==> config.mk <==
export PLATFORM = sky130hd
export DESIGN_NAME = gcfg_window
export DESIGN_NICKNAME = d
export VERILOG_FILES = /design/src/rtl/gcfg_pkg.sv /design/src/rtl/gcfg_regs.sv /design/src/rtl/gcfg_decode.sv /design/src/rtl/gcfg_window.sv
export SDC_FILE = /design/constraint.sdc
export NUM_CORES = 1
export LEC_CHECK = 0
export BUFFER_PORTS_ARGS = -buffer_cell sky130_fd_sc_hd__buf_2
export CAP_MARGIN = 0
export CORE_MARGIN = 4
export CORE_UTILIZATION = 30
export CTS_CLUSTER_DIAMETER = 50
export DETAILED_ROUTE_END_ITERATION = 6
export PLACE_DENSITY = 0.79
export SYNTH_ARGS = -nofsm -noshare
export SYNTH_HDL_FRONTEND = slang
export SYNTH_SLANG_ARGS = --single-unit
export TNS_END_PERCENT = 100
==> constraint.sdc <==
create_clock -name clk -period 1.9 [get_ports clk]
set_input_delay 0.475 -clock clk [delete_from_list [all_inputs] [get_ports clk]]
set_output_delay 0.475 -clock clk [all_outputs]
set_load 0.01 [all_outputs]
==> src/rtl/gcfg_pkg.sv <==
package gcfg_pkg;
    localparam logic [15:0] INDEX_PORT = 16'h0022;
    localparam logic [15:0] DATA_PORT  = 16'h0023;
    localparam logic [7:0]  CFG_INDEX  = 8'hB8;
    localparam int          CFG_BITS   = 4;

    typedef enum logic {
        SEL_OTHER = 1'b0,
        SEL_CFG   = 1'b1
    } sel_state_e;

    typedef struct packed {
        logic [1:0] sp_code;
        logic [1:0] win_code;
    } cfg_fields_t;
endpackage

==> src/rtl/gcfg_regs.sv <==
module gcfg_regs
    import gcfg_pkg::*;
(
    input  logic        clk,
    input  logic        rst_n,
    input  logic [15:0] io_port,
    input  logic        io_wr,
    input  logic        io_rd,
    input  logic [7:0]  io_wdata,
    output logic [7:0]  io_rdata,
    output cfg_fields_t cfg
);
    sel_state_e state_q, state_d;
    cfg_fields_t cfg_q;

    wire idx_wr  = io_wr && (io_port == INDEX_PORT);
    wire data_wr = io_wr && (io_port == DATA_PORT);
    wire data_rd = io_rd && (io_port == DATA_PORT);

    // state register
    always_ff @(posedge clk) begin
        if (!rst_n) state_q <= SEL_OTHER;
        else        state_q <= state_d;
    end

    // transitions: SEL_OTHER <-> SEL_CFG on index-port writes only
    always_comb begin
        state_d = state_q;
        unique case (state_q)
            SEL_OTHER: if (idx_wr && io_wdata == CFG_INDEX) state_d = SEL_CFG;
            SEL_CFG:   if (idx_wr && io_wdata != CFG_INDEX) state_d = SEL_OTHER;
            default:   state_d = SEL_OTHER;
        endcase
    end

    // configuration register: only the low field is storage
    always_ff @(posedge clk) begin
        if (!rst_n)
            cfg_q <= '0;
        else if (data_wr && state_q == SEL_CFG)
            cfg_q <= cfg_fields_t'(io_wdata[CFG_BITS-1:0]);
    end

    // output process
    always_comb begin
        io_rdata = 8'h00;
        unique case (state_q)
            SEL_CFG:   if (data_rd) io_rdata = {{(8-CFG_BITS){1'b0}}, cfg_q};
            SEL_OTHER: io_rdata = 8'h00;
            default:   io_rdata = 8'h00;
        endcase
    end

    assign cfg = cfg_q;
endmodule

==> src/rtl/gcfg_decode.sv <==
module gcfg_decode
    import gcfg_pkg::*;
#(
    parameter int WIN_SPAN_LOG2 = 24,
    parameter int PAGE_LOG2     = 12
) (
    input  cfg_fields_t cfg,
    input  logic [31:0] mem_addr,
    output logic        win_hit,
    output logic        sp_hit
);
    localparam int KB_LOG2 = 10;

    logic [29:0]          win_off;
    logic [PAGE_LOG2-1:0] page_off;
    logic [PAGE_LOG2-1:0] sp_floor;
    logic                 in_page;

    always_comb begin
        win_off  = mem_addr[29:0];
        page_off = mem_addr[PAGE_LOG2-1:0];
        win_hit  = (cfg.win_code != 2'd0) && (mem_addr[31:30] == cfg.win_code)
                   && ((win_off >> WIN_SPAN_LOG2) == 30'd0);
        in_page  = win_hit && ((win_off >> PAGE_LOG2) == 30'd0);
        // region size is (code+1) KB, so its floor is (3-code) KB
        sp_floor = PAGE_LOG2'({2'd3 - cfg.sp_code}) << KB_LOG2;
        sp_hit   = in_page && (cfg.sp_code != 2'd0) && (page_off >= sp_floor);
    end
endmodule

==> src/rtl/gcfg_window.sv <==
module gcfg_window
    import gcfg_pkg::*;
#(
    parameter int WIN_SPAN_LOG2 = 24
) (
    input  logic        clk,
    input  logic        rst_n,
    input  logic [15:0] io_port,
    input  logic        io_wr,
    input  logic        io_rd,
    input  logic [7:0]  io_wdata,
    output logic [7:0]  io_rdata,
    input  logic [31:0] mem_addr,
    output logic        sp_hit,
    output logic        win_hit,
    output logic [1:0]  sp_size,
    output logic        win_en
);
    cfg_fields_t cfg;

    gcfg_regs u_regs (
        .clk(clk), .rst_n(rst_n), .io_port(io_port), .io_wr(io_wr),
        .io_rd(io_rd), .io_wdata(io_wdata), .io_rdata(io_rdata), .cfg(cfg)
    );

    gcfg_decode #(.WIN_SPAN_LOG2(WIN_SPAN_LOG2)) u_dec (
        .cfg(cfg), .mem_addr(mem_addr), .win_hit(win_hit), .sp_hit(sp_hit)
    );

    assign sp_size = cfg.sp_code;
    assign win_en  = (cfg.win_code != 2'd0);
endmodule

==> run metrics, run 1 <==
Vias 878; Initial Utilization 33.3%; Worst Setup Start Kind input pin; worst r2r dst u_regs.cfg[0]; Tcrit/Tclk final 115%; # port buffers 68; footprint of the multi-input gates 484 um^2; ant diodes 0; register area 100 um^2; net switching power 0.101 mW; mean number of vias per cell 5.13; peak supply drop 0.000267 V; cell count of the worst reg-to-reg path 5; # IOs 73; largest net degree at the start of global routing 6; share of power burned in registers 29.5%; TritonCTS clock tree built; Critical Path RT 1420 ps; Final WS setup -282 ps; synth unique cells 29; Placer Congestion 0.801; Die Ht 50.1 um; fill count 117; final wirelength 2620 um; Switching Share 28.5%; Arr. time, crit path 1710 ps; status finished with violations; Area growth syn-to-layout 112%; area share of the largest cell type after synthesis 18.9%; post-synthesis cell area 531 um^2; minimum clock period 2180 ps; #FFs+latches synth 5; nets 210; Comb pwr share 33.5%; Pwr per Cell Area 316 nW/um^2; post-DP HPWL 1830 um; reg-to-reg slack, setup 790 ps; Max Freq 0.458 GHz; leakage power total 0.563 nW; Syn Area/Cell 8.04 um^2; initial antenna violation count 0; max_cap viols 0; area of the core 1590 um^2; Fin Hold WS 486 ps; Initial DRC Count 11; WS Path Type input pin to output pin; largest area contributor in the netlist dfxtp_1; Clock transition at path regs 50 ps; Mapped Cells 66; most frequent cells in the layout buf_2 (62), buf_4 (11), buf_6 (7), nand3_1 (5), dfxtp_1 (5); P_int 0.255 mW; Yosys warnings 0; number of global-route vias before repair 960; row count 14; DIE AREA 2510 um^2; worst-path maximum fanout 2; CTS Buf Count 3; antenna viol nets, final 0; Sink Count 5; Synth area leaders dfxtp_1 (19%), buf_4 (8.5%), nor4_1 (7.1%); post-layout util 70.7%; CP endpoint kind output pin; CP Launch Point mem_addr[24]; CTS Hold Buffers Added 0; final setup vio count 6; die width 50.1 um; failing checks negative setup slack; Clock Tree Root clkbuf_4; Clock Tree Buf Depth 2; GRT overflow 0; Worst Setup EP sp_hit; worst min path class input pin to flop; sequential fraction of the synthesis area 18.9%; RSZ-0062 raised after global routing yes; clock latency on the worst-skew pair 250 ps; first-pass GRT wire length 3820 um; Pre-Repair DR Iteration Count 4; clock network power share 37.0%; GRT Resource Usage Total 19.8%; skew final 3.39 ps; H-tree depth 1; final hold vios 0; final max-slew violation count 0; most common cell after layout, fill and taps aside buf_2; fraction of layout cells with a size suffix above 1 66.0%; DRC 0; final total power 0.356 mW; Wirelength per Cell 15.3 um
worst min path at each step:
stage / start / end / slack, ps / cells past startpoint
after floorplan: flop / flop / 440 / 2
after global placement: flop / flop / 460 / 2
after detailed placement: flop / flop / 470 / 2
after CTS: io_wdata[7] / flop / 480 / 3
after global routing: io_wdata[7] / flop / 490 / 3
final: io_wdata[7] / flop / 490 / 3
worst max-delay path, stage by stage:
cell,delay [ps]
buf_6,90
or4_4,530
nor4_4,250
nor3b_4,210
buf_2,150
cells in the mapped netlist:
cell,n
buf_4,6
nand3_1,6
nor4_1,6
dfxtp_1,5
a21oi_1,4
inv_1,4
o21ai_0,4
and2_1,3
nor3b_1,3
ha_1,2
nand4_1,2
nor4_2,2
nor4b_1,2
nor4bb_1,2
a311oi_1,1
a31oi_1,1
and3_1,1
and4_1,1
conb_1,1
mux2i_1,1
nand2_1,1
nor2b_1,1
nor3_1,1
nor3b_2,1
nor4b_2,1
o2111ai_1,1
or2_2,1
or4_4,1
xnor2_1,1
power groups by stage:
stage	Combinational, mW	Clock (mW)	Sequential, mW
after floorplan	0.0262	0	0.107
after global placement	0.0871	0	0.107
after detailed placement	0.0906	0	0.107
after CTS	0.112	0.137	0.105
after global routing	0.129	0.141	0.105
final	0.120	0.132	0.105
layer usage:
metal / track usage (%) / up-vias / part of all wire [%]
li1: - / 411 / -
met1: 16.1 / 400 / 32
met2: 38.5 / 62 / 54
met3: 7.83 / 5 / 12
met4: 11.5 / 0 / 2.1
met5: 0 / - / 0
logic make-up (layout without fill, tap and decap cells):
group	Yosys count	after routing	synth area share, %
flops	5	5	18.9
xor+xnor	1	1	1.65
simple gates	35	35	48.8
compound gates	11	11	12.0
buf+inv	10	88	11.3
mux	1	1	1.89
fa+ha+maj	2	2	4.72
other cells	1	4	0.707
per-stage QoR:
stage,instances,setup slack (ps),instance area (um^2),setup TNS [ps]
final,171,-282,1130,-825
after global routing,171,-322,1130,-1320
after global placement,164,-256,950,-1130
after CTS,171,-282,1110,-752
after floorplan,69,-138,557,-138
after detailed placement,164,-293,950,-1300
layout make-up:
| cell class | instances | area share (%) |
|---|---|---|
| clock buffer | 4 | 2.33 |
| timing repair buffer | 80 | 41.8 |
| tap | 24 | 2.66 |
| inverter | 4 | 1.33 |
| sequential | 5 | 8.88 |
| multi-input combinational | 54 | 43.0 |
repair_timing:
item                       in CTS  in global routing
pin swaps                       9                  2
resized for setup              18                  2
setup endpoints to repair       6                  6
setup buffers                   3                  0
No activity file was read; power rests on OpenSTA's default activity.
==> run 2: changes to the inputs <==
Settings changed: CORE_UTILIZATION 30 to 31, CTS_BUF_LIST set to sky130_fd_sc_hd__clkbuf_8, PLACE_DENSITY 0.79 to 0.81.
==> run metrics, run 2 (synthesized netlist as in run 1, its figures left out) <==
most frequent cells in the layout buf_2 (61), buf_4 (12), buf_6 (8), dfxtp_1 (5) (was buf_2 (62), buf_4 (11), buf_6 (7), nand3_1 (5), dfxtp_1 (5)); skew final 2.50 ps (was 3.39 ps); TritonCTS clock tree built (unchanged); Vias 864 (was 878); final max-slew violation count 0 (unchanged); share of power burned in registers 25.3% (was 29.5%); Initial DRC Count 18 (was 11); Pre-Repair DR Iteration Count 4 (unchanged); mean number of vias per cell 5.27 (was 5.13); Initial Utilization 34.0% (was 33.3%); antenna viol nets, final 0 (unchanged); leakage power total 0.593 nW (was 0.563 nW); minimum clock period 2150 ps (was 2180 ps); slowest stage delay, CP 530 ps (about the same); DIE AREA 2440 um^2 (was 2510 um^2); DRC 0 (unchanged); Sink Count 5 (unchanged); die width 49.4 um (was 50.1 um); final setup vio count 6 (unchanged); H-tree depth 1 (unchanged); failing checks negative setup slack (unchanged); largest net degree at the start of global routing 6 (unchanged); CTS Buf Count 3 (unchanged); # IOs 73 (unchanged); hold path cells 2 (was 3); Placer Congestion 0.707 (was 0.801); most common cell after layout, fill and taps aside buf_2 (unchanged); area of the core 1560 um^2 (was 1590 um^2); Slowest-stage cell, CP or4_4 (unchanged); initial antenna violation count 0 (unchanged); Switching Share 24.5% (was 28.5%); cell count of the worst reg-to-reg path 5 (unchanged); fraction of layout cells with a size suffix above 1 68.2% (was 66.0%); net switching power 0.102 mW (was 0.101 mW); Clock transition at path regs 30 ps (was 50 ps); delay-heaviest family, CP simple AND/OR/NAND/NOR gates (unchanged); Worst Setup Start Kind input pin (unchanged); Die Ht 49.4 um (was 50.1 um); Clock Tree Buf Depth 2 (unchanged); peak supply drop 0.000350 V (was 0.000267 V); final total power 0.417 mW (was 0.356 mW); Tcrit/Tclk final 113% (was 115%); nets 211 (was 210); GRT Resource Usage Total 20.6% (was 19.8%); RSZ-0062 raised after global routing yes (unchanged); row count 14 (unchanged); max_cap viols 0 (unchanged); Pwr per Cell Area 358 nW/um^2 (was 316 nW/um^2); worst-path cell chain buf_6 -> or4_4 -> nor4_4 -> nor3b_4 -> buf_2 (unchanged); # port buffers 68 (unchanged); Post-Layout Inst Area 1170 um^2 (was 1130 um^2); ant diodes 0 (unchanged); Max Freq 0.466 GHz (was 0.458 GHz); worst-path maximum fanout 2 (unchanged); P_int 0.315 mW (was 0.255 mW); Final WS setup -246 ps (was -282 ps); Area growth syn-to-layout 120% (was 112%); Critical Path RT 1420 ps (about the same); DP Cell Count 155 (was 164); GRT overflow 0 (unchanged); number of global-route vias before repair 924 (was 960); final non-filler cell total 164 (was 171); Crit. path cell count 5 (unchanged); Wirelength per Cell 14.6 um (was 15.3 um); clock latency on the worst-skew pair 220 ps (was 250 ps); final wirelength 2390 um (was 2620 um); final hold vios 0 (unchanged); Placed Instance Area 932 um^2 (was 950 um^2); clock network power share 46.3% (was 37.0%); CP endpoint kind output pin (unchanged); WS Path Type input pin to output pin (unchanged); CP bufs+invs 2 (unchanged); post-DP HPWL 1750 um (was 1830 um); Clock Tree Root clkbuf_8 (was clkbuf_4); status finished with violations (unchanged); first-pass GRT wire length 3950 um (was 3820 um); post-layout util 74.8% (was 70.7%); worst min path class flop to flop (was input pin to flop); Arr. time, crit path 1670 ps (was 1710 ps); Comb pwr share 28.4% (was 33.5%)
[run 2: cell types whose count changed in the layout (fill, tap and decap cells not counted), sizes merged]
cell and change:
clkbuf -1, buf +1, inv +1
[run 2: path summary, 6_finish.rpt]
path / slack (ps) / end / start
max: -250 / sp_hit / mem_addr[24]
min: 520 / flop / flop
max reg2reg: 680 / u_regs.cfg[3] / flop
min reg2reg: 520 / flop / flop
[run 2: stage by stage]
step	TNS, ps	worst slack (ps)	hold WS (ps)
6_report	-747	-246	516
5_1_grt	-1150	-299	531
4_1_cts	-772	-257	508
3_5_place_dp	-1250	-310	493
3_3_place_gp	-1060	-249	454
2_1_floorplan	-138	-138	444
[run 2: per-layer routing]
| layer | part of all wire, % | vias up | global-route usage, % |
|---|---|---|---|
| li1 | - | 415 | - |
| met1 | 31 | 389 | 18.1 |
| met2 | 55 | 52 | 41.1 |
| met3 | 12 | 8 | 7.95 |
| met4 | 1.3 | 0 | 7.83 |
| met5 | 0 | - | 0 |
[run 2: what timing repair did]
item	in CTS	in global routing
gates resized for setup	19	6
buffers inserted	4	1
pin swaps	8	8
endpoints found under the setup margin	6	6
hold buffers	0	0
cloned	0	0
[run 2: worst reg2reg max path: cells and delay by family, from the launching register on]
kind	cells	cell delay (ps)
buf+inv	2	290
compound gates	2	320
simple gates	1	130
flops	1	360
[run 2: layout make-up]
class,instances,area (um^2)
Clock buffer,3,41.3
Clock inverter,1,3.75
Fill cell,126,393
Inverter,4,15.0
Multi-Input combinational cell,54,500
Sequential cell,5,100
Tap cell,16,20.0
Timing Repair Buffer,81,485
[run 2: power groups by stage]
stage | clock network [mW] | logic [mW] | registers [mW]
floorplan | 0 | 0.0262 | 0.107
global placement | 0 | 0.0862 | 0.107
detailed placement | 0 | 0.0894 | 0.107
CTS | 0.193 | 0.112 | 0.106
global route | 0.206 | 0.130 | 0.105
finish | 0.193 | 0.118 | 0.106
